## config.mk

```make
export PLATFORM = sky130hd
export DESIGN_NAME = ser_ctrl_loader
export DESIGN_NICKNAME = d
export VERILOG_FILES = /design/src/rtl/ser_ctrl_pkg.sv /design/src/rtl/scw_sync.sv /design/src/rtl/scw_shifter.sv /design/src/rtl/scw_latch_bank.sv /design/src/rtl/ser_ctrl_loader.sv
export SDC_FILE = /design/constraint.sdc
export NUM_CORES = 1
export LEC_CHECK = 0
export BUFFER_PORTS_ARGS = -buffer_cell sky130_fd_sc_hd__buf_2
export CELL_PAD_IN_SITES_DETAIL_PLACEMENT = 0
export CELL_PAD_IN_SITES_GLOBAL_PLACEMENT = 1
export CORE_UTILIZATION = 43
export DETAILED_ROUTE_END_ITERATION = 16
export PLACE_DENSITY_LB_ADDON = 0.1
export SETUP_SLACK_MARGIN = 0.4
export SLEW_MARGIN = 20
export SYNTH_ARGS = -nofsm -noshare
export SYNTH_HDL_FRONTEND = slang
export SYNTH_HIERARCHICAL = 1
export SYNTH_SLANG_ARGS = --single-unit
export TNS_END_PERCENT = 100
```

## constraint.sdc

```tcl
create_clock -name clk -period 2.04 [get_ports clk]
set_clock_uncertainty 0.2 [all_clocks]
set_input_delay 0.51 -clock clk [delete_from_list [all_inputs] [get_ports clk]]
set_output_delay 0.51 -clock clk [all_outputs]
set_load 0.03 [all_outputs]
```

## src/rtl/ser_ctrl_pkg.sv

```systemverilog
package ser_ctrl_pkg;

    // Destination codes carried in word bits [1:0]
    typedef enum logic [1:0] {
        DEST_REF  = 2'b00,
        DEST_NCNT = 2'b01,
        DEST_FUNC = 2'b10,
        DEST_INIT = 2'b11
    } dest_e;

    localparam int DEF_WORD_W = 24;
    localparam int DEF_REF_W  = 14;
    localparam int DEF_A_W    = 6;
    localparam int DEF_B_W    = 13;
    localparam int DEF_SYNC_N = 2;

endpackage

```

## src/rtl/scw_sync.sv

```systemverilog
module scw_sync #(
    parameter int          WIDTH     = 3,
    parameter int          STAGES    = 2,
    parameter logic [WIDTH-1:0] EDGE_MASK = '0
) (
    input  logic             clk,
    input  logic             rst_n,
    input  logic [WIDTH-1:0] async_in,
    output logic [WIDTH-1:0] sync_out
);

    localparam int DEPTH = STAGES + 1;

    typedef struct packed {
        logic [WIDTH-1:0][DEPTH-1:0] chain;
    } sync_st_t;

    sync_st_t st_d, st_q;

    always_comb begin
        st_d = st_q;
        for (int i = 0; i < WIDTH; i++) begin
            st_d.chain[i] = {st_q.chain[i][DEPTH-2:0], async_in[i]};
        end
    end

    always_ff @(posedge clk or negedge rst_n) begin
        if (!rst_n) st_q <= '0;
        else        st_q <= st_d;
    end

    // Per line: rising-edge pulse or plain synchronized level
    for (genvar g = 0; g < WIDTH; g++) begin : g_line
        if (EDGE_MASK[g]) begin : g_edge
            assign sync_out[g] = st_q.chain[g][STAGES-1] & ~st_q.chain[g][STAGES];
        end else begin : g_level
            assign sync_out[g] = st_q.chain[g][STAGES];
        end
    end

endmodule

```

## src/rtl/scw_shifter.sv

```systemverilog
module scw_shifter #(
    parameter int WORD_W = 24
) (
    input  logic              clk,
    input  logic              rst_n,
    input  logic              shift_en,
    input  logic              bit_in,
    output logic [WORD_W-1:0] word
);

    typedef struct packed {
        logic [WORD_W-1:0] sr;
    } shf_st_t;

    shf_st_t st_d, st_q;

    always_comb begin
        st_d = st_q;
        if (shift_en) begin
            st_d.sr = {st_q.sr[WORD_W-2:0], bit_in};
        end
    end

    always_ff @(posedge clk or negedge rst_n) begin
        if (!rst_n) st_q <= '0;
        else        st_q <= st_d;
    end

    assign word = st_q.sr;

endmodule

```

## src/rtl/scw_latch_bank.sv

```systemverilog
module scw_latch_bank
    import ser_ctrl_pkg::*;
#(
    parameter int WORD_W = 24
) (
    input  logic              clk,
    input  logic              rst_n,
    input  logic              load,
    input  logic [WORD_W-1:0] word_in,
    output logic [WORD_W-1:0] ref_q,
    output logic [WORD_W-1:0] ncnt_q,
    output logic [WORD_W-1:0] func_q,
    output logic [WORD_W-1:0] init_q
);

    typedef struct packed {
        logic [WORD_W-1:0] ref_w;
        logic [WORD_W-1:0] ncnt_w;
        logic [WORD_W-1:0] func_w;
        logic [WORD_W-1:0] init_w;
    } bank_st_t;

    bank_st_t st_d, st_q;
    dest_e    dest;

    assign dest = dest_e'(word_in[1:0]);

    always_comb begin
        st_d = st_q;
        if (load) begin
            unique case (dest)
                DEST_REF:  st_d.ref_w  = word_in;
                DEST_NCNT: st_d.ncnt_w = word_in;
                DEST_FUNC: st_d.func_w = word_in;
                DEST_INIT: begin
                    st_d.init_w = word_in;
                    st_d.func_w = word_in;
                end
                default: ;
            endcase
        end
    end

    always_ff @(posedge clk or negedge rst_n) begin
        if (!rst_n) st_q <= '0;
        else        st_q <= st_d;
    end

    assign ref_q  = st_q.ref_w;
    assign ncnt_q = st_q.ncnt_w;
    assign func_q = st_q.func_w;
    assign init_q = st_q.init_w;

endmodule

```

## src/rtl/ser_ctrl_loader.sv

```systemverilog
module ser_ctrl_loader
    import ser_ctrl_pkg::*;
#(
    parameter int WORD_W = DEF_WORD_W,
    parameter int REF_W  = DEF_REF_W,
    parameter int A_W    = DEF_A_W,
    parameter int B_W    = DEF_B_W,
    parameter int SYNC_N = DEF_SYNC_N
) (
    input  logic              clk,
    input  logic              rst_n,
    input  logic              ser_clk,
    input  logic              ser_dat,
    input  logic              ser_le,
    output logic [WORD_W-1:0] ref_word,
    output logic [WORD_W-1:0] ncnt_word,
    output logic [WORD_W-1:0] func_word,
    output logic [WORD_W-1:0] init_word,
    output logic [REF_W-1:0]  ref_count,
    output logic [A_W-1:0]    a_count,
    output logic [B_W-1:0]    b_count
);

    localparam int SEL_W = 2;
    localparam int R_LSB = SEL_W;
    localparam int A_LSB = SEL_W;
    localparam int B_LSB = SEL_W + A_W;

    // line order: [2] strobe, [1] serial clock, [0] data
    localparam logic [2:0] EDGE_LINES = 3'b110;

    logic [2:0]        sync_lines;
    logic              dat_bit;
    logic              sclk_rise;
    logic              le_rise;
    logic [WORD_W-1:0] shift_word;

    scw_sync #(
        .WIDTH     (3),
        .STAGES    (SYNC_N),
        .EDGE_MASK (EDGE_LINES)
    ) u_sync (
        .clk      (clk),
        .rst_n    (rst_n),
        .async_in ({ser_le, ser_clk, ser_dat}),
        .sync_out (sync_lines)
    );

    assign dat_bit   = sync_lines[0];
    assign sclk_rise = sync_lines[1];
    assign le_rise   = sync_lines[2];

    scw_shifter #(
        .WORD_W (WORD_W)
    ) u_shift (
        .clk      (clk),
        .rst_n    (rst_n),
        .shift_en (sclk_rise),
        .bit_in   (dat_bit),
        .word     (shift_word)
    );

    scw_latch_bank #(
        .WORD_W (WORD_W)
    ) u_bank (
        .clk     (clk),
        .rst_n   (rst_n),
        .load    (le_rise),
        .word_in (shift_word),
        .ref_q   (ref_word),
        .ncnt_q  (ncnt_word),
        .func_q  (func_word),
        .init_q  (init_word)
    );

    assign ref_count = ref_word[R_LSB +: REF_W];
    assign a_count   = ncnt_word[A_LSB +: A_W];
    assign b_count   = ncnt_word[B_LSB +: B_W];

endmodule

```

== Word-level counts from Yosys, hierarchy flattened ==
Index checks and enable logic that the tools add are counted.
Word-level totals
  register bits after elaboration: 129
  bits of input ports: 5
  output and inout bits: 129
  logic and storage cells: 21
Cells by class
  eq/ne operators: 3
  bitwise operators: 4
  reductions and logical operators: 6
Operators by type and width (number)
  $reduce_and A2 Y1: 4
  $eq A2 B2 Y1 const B: 2
  $and A1 B1 Y1: 2
  $eq A2 B1 Y1 const B: 1
  $logic_not A2 Y1: 1
  $not A1 Y1: 2
  $reduce_or A2 Y1: 1

== Depth between registers and ports, before layout ==
Gate-level depths: netlist (run 1).
  word-level depth: 3
  gate-level depth with buffers: 4
  depth with buffers taken out: 3

== Hierarchy ==
Netlist (run 1), hierarchy kept.
By module, submodules not included
  scw_latch_bank: instances 1, cells each 204, area each 3545.9 um^2, seq. area each 2402.3 um^2
  scw_shifter: instances 1, cells each 51, area each 997.2 um^2, seq. area each 600.6 um^2
  scw_sync: instances 1, cells each 12, area each 260.2 um^2, seq. area each 225.2 um^2
  ser_ctrl_loader: instances 1, cells each 33, area each 247.7 um^2, seq. area each 0.0 um^2

== Worst setup path after synthesis (run 1) ==
Ideal clock, no wire load.
  path type: reg-to-reg
  start point: register u_sync/st_q[8] in the netlist's numbering
  end point: register u_bank.st_q (netlist bit u_bank/ref_q[18])
  library setup time: 0.125 ns
  arrival: 1.354 ns
  data required time: 1.715 ns
  path slack: 0.361 ns
  stages on the path, launching flop included: 5
  buffers on the path: 1
  clock period less this slack: 1.679 ns
  cell sequence: dfrtp_1 nor2b_4 nor3b_4 buf_6 mux2_2
On the way
  cells in the longest elaborated chain, start to end: 3
RTL lines
  from (decl): RTL line scw_sync.sv:18  | sync_st_t st_d, st_q;
  from (signal assigned): RTL line scw_sync.sv:29  | else st_q <= st_d;
  $not A1 Y1: RTL line scw_sync.sv:35  | assign sync_out[g] = st_q.chain[g][STAGES-1] & ~st_q.chain[g][STAGES];
  $and A1 B1 Y1: RTL line scw_sync.sv:35
  via sync_lines[2]: RTL line ser_ctrl_loader.sv:32  | logic [2:0] sync_lines;
  $reduce_and A2 Y1 (no source line)
  to (signal assigned): RTL line scw_latch_bank.sv:46  | else st_q <= st_d;
  to (decl): RTL line scw_latch_bank.sv:23  | bank_st_t st_d, st_q;
The timed path passes the listed nets, and every way through them passes these cells.
A chain may end at the register's enable or synchronous reset.

== Final worst setup path (run 1) ==
  start point: register u_bank.st_q (netlist bit u_bank/ref_q[14])
  end point: output port ref_word[14]
RTL lines
  to (decl): RTL line ser_ctrl_loader.sv:15  | output logic [WORD_W-1:0] ref_word,
No word-level cell between the ends.

==> reports/qor.csv, run 1 <==
metric,value,unit
status,finished clean,
pwr dens,1441,nW/um^2
Hold WC Path Type,flip-flop to flip-flop,
core area,11420,um^2
max frequency,588.2,MHz
DIE AREA,12180,um^2
Synth Register Bits,129,
Crit path buffers/inverters,1,
FILL cells,824,
total grt overflow,0,
Syn-to-layout area delta,48.65,%
VDD IR max,1.275,mV
crit path DAT,0.99,ns
Setup crit start kind,flip-flop,
Remaining DRCs,0,
port bufs,133,
antenna diode count,0,
worst-path cell with the longest stage delay,dfrtp_1,
via count,2938,
critical path's top delay family,flip-flops,
H-tree levels,4,
GRT Total Usage,17.82,%
Synthesized Nets,305,
CTS tree,done,
first-pass GRT wire length,15500,um
1st-pass router iterations,4,
Final Total Pwr,10.82,mW
Synth Area per Inst,16.84,um^2
pre-CTS setup slack,0.3060,ns
Leak Pwr,3.787,nW
Final #Nets,457,
worst-skew pair later-pin latency,0.41,ns
routed length per instance,17.15,um
gpl congestion,0.6581,
clock tree buffer depth,2,
initial antenna violation count,0,
CP cell instances,buf_6,
DR iter-0 viols,77,
DIE WIDTH,110.4,um
dpl cells,548,
relative slew slack,66.10,%
Synth Instances,300,
fin. max-slew vios,0,
mapped cell area,5051,um^2
Vert. Die Dim,110.4,um
kind of end point of the critical path,output port,
Fin. Hold Viols,0,
Non-Filler Instances,608,
Rows,39,
largest net degree at the start of global routing,33,
kind of critical path,flip-flop to output port,
worst slew pin tran,0.5085,ns
"Min Clock Period, post-route",1.700,ns
Clock Root Buffer,clkbuf_16,
"CTS clk-pin slew, worst paths",0.05,ns
final WL,10430,um
CTS sink cnt,129,
share of cells above drive strength 1,69.68,%
Final Cycle Share,83.33,%
setup violators final,0,
RSZ-0062 raised after global routing,yes,
drt via density,4.832,
max cap viols,0,
YS warnings,6,
final hold slack,0.1471,ns
vias in the first global route,2872,
Post-DRT Antenna Nets,0,
crit-path max cell delay,0.42,ns
I/O Pins,134,
post-detail-place hpwl,6332,um
CTS Buf Count,17,
setup TNS,0,ns
critical path required time,1.33,ns
final worst setup slack,0.3400,ns
post-synthesis sequential area ratio,63.91,%
Cell variety after synth,17,
largest fanout on the critical path,3,
Starting Density,44.24,%
[cell type report]
class	instances	area [um^2]	share of cell area, %
clock inverters	10	155.1	2.066
repair buffers	178	1953	26.01
flip-flops and latches	129	3229	43.01
clock buffers	22	484.2	6.449
multi-input cells	126	1508	20.08
well taps	143	178.9	2.383
[timing repair]
item,4_1_cts,5_1_grt
gates resized for setup,252,26
endpoints found under the hold margin,28,0
hold buffers,4,0
setup buffers,8,14
setup endpoints to repair,162,173
gates cloned,0,2
[where the power goes]
| group | switching [mW] | total [mW] | internal (mW) |
|---|---|---|---|
| clock network | 1.05 | 3.22 | 2.17 |
| registers | 0.624 | 3.77 | 3.15 |
| logic | 1.90 | 3.83 | 1.93 |
| total | 3.58 | 10.8 | 7.25 |
[synthesized netlist by cell type]
master / count / share of area (%)
mux2_1: 1 / 0.22
buf_12: 2 / 0.79
dfrtp_1: 129 / 64
and2_1: 1 / 0.12
nand3_2: 1 / 0.20
a21bo_2: 1 / 0.20
nor2b_1: 2 / 0.25
mux2_2: 91 / 20
nor3b_4: 1 / 0.37
nor2b_4: 2 / 0.55
nand3b_2: 1 / 0.22
nand2_1: 1 / 0.074
buf_6: 3 / 0.67
buf_2: 5 / 0.50
buf_4: 35 / 5.2
mux2_4: 20 / 5.9
nand2b_1: 4 / 0.50
[final timing paths]
kind / from / end / slack [ns] / cells past startpoint
setup / recovery: u_bank/ref_q[14] / ref_word[14] / 0.34 / 1
hold / removal: u_sync/st_d[4] / u_sync/st_d[5] / 0.15 / 0
setup reg to reg: u_sync/st_q[8] / u_bank/ref_q[9] / 0.36 / 5
hold reg to reg: u_sync/st_d[4] / u_sync/st_d[5] / 0.15 / 0
max in group asynchronous: rst_n / u_shift/word[5] / 0.68 / 3
min in group asynchronous: rst_n / u_shift/word[22] / 0.42 / 2
[state kept, by name (all words and copies together), names as in the netlist]
name	count
u_bank/func_q	24
u_bank/init_q	24
u_bank/ncnt_q	24
u_bank/ref_q	24
u_shift/word	24
u_sync/st_d	6
u_sync/st_q	2
u_sync/sync_out	1
[metrics by stage]
step / util (%) / cell area, um^2
floorplan: - / 5051
global placement: 50.15 / 5727
detailed placement: 50.15 / 5727
CTS: 63.50 / 7251
global route: 65.76 / 7508
finish: 65.76 / 7508
[cell usage in the layout, fill, tap and decap left out]
| cell type | instances |
|---|---|
| clkbuf_1 | 1 |
| dlygate4sd3_1 | 4 |
| nand3b_4 | 1 |
| buf_2 | 3 |
| dfrtp_2 | 1 |
| nor2b_4 | 2 |
| a21bo_2 | 1 |
| buf_12 | 7 |
| bufinv_16 | 4 |
| clkinvlp_4 | 2 |
| mux2_4 | 30 |
| mux2_2 | 82 |
| clkbuf_16 | 19 |
| clkinv_2 | 4 |
| dfrtp_1 | 128 |
| nand2_1 | 1 |
| buf_6 | 129 |
| clkbuf_8 | 4 |
| buf_4 | 32 |
| nand2b_1 | 4 |
| nor2b_1 | 2 |
| and2_1 | 1 |
| nand3_2 | 1 |
| buf_8 | 1 |
| nor3b_4 | 1 |
[logic make-up after synthesis]
logic type / count (synthesis) / synth area share [%]
AO/OA/AOI/OAI: 1 / 0.1982
AND/OR/NAND/NOR: 13 / 2.279
buffers and inverters: 45 / 7.159
multiplexers: 112 / 26.46
flip-flops: 129 / 63.91
[per-layer routing]
| layer | global-route usage (%) | share of wire [%] | vias up | routed length (um) |
|---|---|---|---|---|
| li1 | - | - | 1308 | - |
| met1 | 23.05 | 43 | 1542 | 4493 |
| met2 | 27.60 | 51 | 77 | 5353 |
| met3 | 5.879 | 4.6 | 11 | 477 |
| met4 | 7.331 | 1.0 | 0 | 106 |
| met5 | 0 | 0 | - | 0 |
No activity file was read; power rests on OpenSTA's default activity.
==> run 2: changes to the inputs <==
clock period = 1.72 ns   (was 2.04 ns; I/O delays follow)
==> reports/qor.csv, run 2 (synthesis gave the netlist of run 1 again) <==
metric,value,unit,change
status,finished clean,,
I/O Pins,134,,unchanged
Fin. Hold Viols,0,,unchanged
1st-pass router iterations,4,,unchanged
relative slew slack,80.76,%,+15 points
largest fanout on the critical path,8,,+5
crit-path max cell delay,0.40,ns,-0.02 ns
crit path DAT,1.76,ns,+0.77 ns
most frequent cells in the layout,"139 x buf_6, 99 x dfrtp_1, 58 x mux2_2, 54 x mux2_4, 30 x dfrtp_2",,
CTS Buf Count,17,,unchanged
clock tree buffer depth,2,,unchanged
worst-skew pair later-pin latency,0.40,ns,about the same
"Min Clock Period, post-route",1.679,ns,
kind of end point of the critical path,flip-flop,,
drt via density,4.823,,-0.19%
Vert. Die Dim,110.4,um,unchanged
Final #Nets,459,,+0.44%
largest net degree at the start of global routing,42,,+27%
Clock Root Buffer,clkbuf_16,,
Final Cycle Share,97.61,%,
first-pass GRT wire length,16160,um,+4.3%
worst slew pin tran,0.2886,ns,-0.2198 ns
Leak Pwr,3.865,nW,+2.1%
max frequency,595.6,MHz,
kind of critical path,flip-flop to flip-flop,,
CP cell instances,nor2b_4 > nor3b_4 > buf_6 > buf_12 > mux2_4,,
Starting Density,44.24,%,unchanged
combinational power share,35.2,%,-0.2 points
setup TNS,0,ns,unchanged
via count,2942,,+0.14%
Rows,39,,unchanged
"CTS clk-pin slew, worst paths",0.05,ns,about the same
Final Total Pwr,13.26,mW,+23%
internal power,8.907,mW,+23%
Crit path buffers/inverters,2,,+1
FILL cells,814,,-1.2%
critical path required time,1.80,ns,+0.47 ns
Syn-to-layout area delta,54.72,%,
Sequential Power Share,34.4,%,-0.5 points
Clock Power Share,30.4,%,+0.7 points
CTS tree,done,,
GRT Total Usage,18.43,%,+0.61 points
CTS sink cnt,129,,unchanged
core area,11420,um^2,unchanged
most common library cell in the layout ignoring fill and taps,buf_6,,
max cap viols,0,,unchanged
initial antenna violation count,0,,unchanged
pwr dens,1697,nW/um^2,+18%
DR iter-0 viols,91,,+18%
antenna diode count,0,,unchanged
DIE AREA,12180,um^2,unchanged
Psw,4.352,mW,+22%
worst-path cell with the longest stage delay,dfrtp_1,,
Remaining DRCs,0,,unchanged
H-tree levels,4,,unchanged
vias in the first global route,2920,,+1.7%
VDD IR max,1.087,mV,-15%
RSZ-0062 raised after global routing,yes,,
final WL,10920,um,+4.7%
Net Sw Frac,32.82,%,-0.22 points
routed length per instance,17.90,um,+4.4%
total grt overflow,0,,unchanged
DIE WIDTH,110.4,um,unchanged
Setup crit start kind,flip-flop,,
setup violators final,0,,unchanged
gpl congestion,0.6776,,+3.0%
critical path's top delay family,flip-flops,,
port bufs,133,,unchanged
Post-DRT Antenna Nets,0,,unchanged
fin. max-slew vios,0,,unchanged
Hold WC Path Type,flip-flop to flip-flop,,
post-detail-place hpwl,6441,um,+1.7%
share of cells above drive strength 1,75.80,%,+6.1 points
-- run 2: power by group through the flow --
stage	clock, mW	combinational (mW)	sequential [mW]
2_1_floorplan	0	1.72	5.34
3_3_place_gp	0	3.41	4.37
3_5_place_dp	0	3.43	4.40
4_1_cts	4.11	4.48	4.54
5_1_grt	4.26	4.91	4.68
6_report	4.04	4.66	4.56
-- run 2: path summary, 6_finish.rpt --
path	slack [ns]	endpoint	depth (start not counted)	from
worst max-delay path	0.04	u_bank/ref_q[20]	5	u_sync/st_q[8]
worst min-delay path	0.15	u_sync/st_d[2]	0	u_sync/st_d[1]
worst max register to register	0.04	u_bank/ref_q[20]	5	u_sync/st_q[8]
worst min register to register	0.15	u_sync/st_d[2]	0	u_sync/st_d[1]
max in group asynchronous	0.53	u_bank/ref_q[12]	3	rst_n
min in group asynchronous	0.26	u_sync/st_q[5]	2	rst_n
-- run 2: layout make-up --
cell class | count | area, um^2 | area share (%)
clock buffers | 20 | 436.7 | 5.588
clock inverters | 12 | 231.5 | 2.962
multi-input cells | 126 | 1614 | 20.65
flip-flops and latches | 129 | 3266 | 41.79
repair buffers | 180 | 2088 | 26.72
well taps | 143 | 178.9 | 2.289
-- run 2: metrics by stage --
stage	hold WS, ns	area [um^2]	worst slack (ns)	cells	util, %
after floorplan	-0.06559	5107	0.04110	300	-
final	0.1509	7815	0.04111	610	68.44
after detailed placement	0.1268	5792	-0.02966	548	50.72
after global routing	0.1536	7815	0.001137	610	68.44
after global placement	0.1232	5792	0.03068	548	50.72
after CTS	0.1531	7579	0.05303	601	66.37
-- run 2: routing by layer --
layer	vias up	GRT usage, %	routed length, um
met2	85	29.24	5527
met5	-	0	0
met1	1533	24.24	4864
li1	1318	-	-
met3	6	5.585	469
met4	0	5.921	59
-- run 2: timing repair --
action | in CTS | in global routing
endpoints found under the hold margin | 28 | 0
resized for setup | 287 | 29
gates cloned | 2 | 3
endpoints found under the setup margin | 246 | 249
hold buffers | 4 | 0
setup buffers | 15 | 6
==> run 3: changes to the inputs <==
GPL_TIMING_DRIVEN = 0   (was not set)
==> reports/qor.csv, run 3 (synthesis gave the netlist of run 1 again) <==
metric,value,unit,change
vias in the first global route,3187,,+9.1%
I/O Pins,134,,unchanged
Critical Path Source,u_sync/st_q[8],,
CTS Buf Count,17,,unchanged
initial antenna violation count,0,,unchanged
1st-pass router iterations,4,,unchanged
Placed Instance Area,5989,um^2,+3.4%
Reg2Reg Capture Point,u_bank/ref_q[22],,
CTS tree,done,,
status,finished with violations,,
Clock Root Buffer,clkbuf_16,,
first-pass GRT wire length,17640,um,+9.2%
Non-Filler Instances,670,,+9.8%
Post-DRT Antenna Nets,0,,unchanged
RSZ-0062 raised after global routing,yes,,
max frequency,576.4,MHz,-3.2%
post-route cell area,8457,um^2,+8.2%
share of cells above drive strength 1,78.94,%,+3.1 points
Starting Density,44.24,%,unchanged
met2 WL post-DR,5996,um,+8.5%
relative slew slack,73.04,%,-7.7 points
most frequent cells in the layout,"177 x buf_6, 99 x dfrtp_1, 62 x mux2_4, 50 x mux2_2, 34 x buf_4",,
max cap viols,0,,unchanged
routed wire length on met3,487,um,+3.8%
Final Cycle Share,100.9,%,+3.3 points
VDD IR max,1.233,mV,+13%
fin. max-slew vios,0,,unchanged
largest net degree at the start of global routing,83,,+98%
port bufs,133,,unchanged
"Min Clock Period, post-route",1.735,ns,+0.05613 ns
Final Total Pwr,13.47,mW,+1.6%
worst slew pin tran,0.4045,ns,+0.1158 ns
critical path required time,1.80,ns,about the same
setup violators final,10,,+10
kind of critical path,flip-flop to flip-flop,,
DIE AREA,12180,um^2,unchanged
final hold slack,-0.2843,ns,-0.4353 ns
drt via density,4.719,,-2.1%
"CTS clk-pin slew, worst paths",0.05,ns,about the same
Worst R2R Start,u_sync/st_q[8],,
via count,3162,,+7.5%
Setup crit start kind,flip-flop,,
max layer used,met4,,
largest fanout on the critical path,5,,-3
routed length per instance,17.47,um,-2.4%
Vert. Die Dim,110.4,um,unchanged
R2R cell count,5,,unchanged
Hold Buf Count CTS,3,,-1
pre-CTS setup slack,-0.1636,ns,-0.1339 ns
kind of end point of the critical path,flip-flop,,
antenna diode count,0,,unchanged
Rows,39,,unchanged
GRT Total Usage,20.33,%,+1.9 points
failing checks,"hold timing, setup timing",,
pwr dens,1593,nW/um^2,-6.1%
Syn-to-layout area delta,67.43,%,
gpl congestion,0.6860,,+1.2%
most common library cell in the layout ignoring fill and taps,buf_6,,
Hold WC Path Type,primary input to asynchronous set/reset pin,,
final worst setup slack,-0.01503,ns,-0.05613 ns
DR iter-0 viols,111,,+22%
post-detail-place hpwl,6172,um,-4.2%
flop-to-flop setup slack,-0.02,ns,-0.06 ns
DIE WIDTH,110.4,um,unchanged
clock tree buffer depth,2,,unchanged
worst-skew pair later-pin latency,0.40,ns,about the same
final WL,11700,um,+7.2%
core area,11420,um^2,unchanged
Remaining DRCs,0,,unchanged
crit path DAT,1.82,ns,+0.06 ns
Critical Path End,u_bank/ref_q[22],,
Fin. Hold Viols,47,,+47
total grt overflow,0,,unchanged
met1 wire length,5155,um,+6.0%
H-tree levels,4,,unchanged
Leak Pwr,4.243,nW,+9.8%
dpl cells,577,,+5.3%
Final #Nets,519,,+13%
CTS sink cnt,129,,unchanged
run 3: cell types whose count changed in the layout (fill, tap and decap cells not counted), moves of 3 or more:
cell	delta
mux2_2	-8
buf_6	+38
bufinv_16	-4
buf_16	+4
clkinv_2	+3
clkbuf_8	+3
clkinv_4	-3
mux2_4	+8
buf_8	+6
buf_4	+15
run 3: layout make-up:
| class | count | area [um^2] |
|---|---|---|
| Sequential cell | 129 | 3266 |
| Multi-Input combinational cell | 126 | 1659 |
| Buffer | 45 | 575.6 |
| Tap cell | 143 | 178.9 |
| Fill cell | 734 | 2962 |
| Clock buffer | 23 | 478.0 |
| Clock inverter | 9 | 106.4 |
| Timing Repair Buffer | 195 | 2193 |
run 3: how the worst min path moves through the flow:
| stage | startpoint | to | slack [ns] |
|---|---|---|---|
| 6_report | rst_n | u_bank/init_q[1] | -0.28 |
| 5_1_grt | rst_n | u_bank/init_q[1] | -0.27 |
| 4_1_cts | rst_n | u_bank/init_q[1] | -0.28 |
| 3_5_place_dp | u_sync/st_d[1] | u_sync/st_d[2] | 0.14 |
| 3_3_place_gp | u_sync/st_d[1] | u_sync/st_d[2] | 0.13 |
| 2_1_floorplan | rst_n | u_bank/func_q[0] | -0.07 |
run 3: metal layers:
| metal | vias up | track usage, % |
|---|---|---|
| li1 | 1439 | - |
| met1 | 1638 | 26.82 |
| met2 | 79 | 32.17 |
| met3 | 6 | 6.702 |
| met4 | 0 | 5.639 |
| met5 | - | 0 |
run 3: power by group:
| part | switching (mW) | internal, mW | leakage (nW) |
|---|---|---|---|
| clock network | 1.25 | 2.24 | 0.279 |
| logic | 2.44 | 2.98 | 2.32 |
| registers | 0.777 | 3.78 | 1.64 |
run 3: repair_timing:
| item | 4_1_cts | 5_1_grt |
|---|---|---|
| buffers inserted | 29 | 22 |
| resized for setup | 376 | 9 |
| gates cloned | 6 | 1 |
| hold endpoints to repair | 50 | 47 |
| endpoints found under the setup margin | 245 | 249 |
run 3: worst max-delay path: stages, from the launching register on:
cell,delay [ns]
dfrtp_1,0.40
nor2b_4,0.16
nor3b_4,0.26
buf_6,0.16
buf_8,0.14
mux2_4,0.30
run 3: stage by stage:
stage	setup TNS (ns)	util, %
finish	-0.08216	74.06
global route	-2.535	74.06
CTS	-0.04130	72.08
detailed placement	-2.953	52.45
global placement	-221.49	52.13
floorplan	0	-
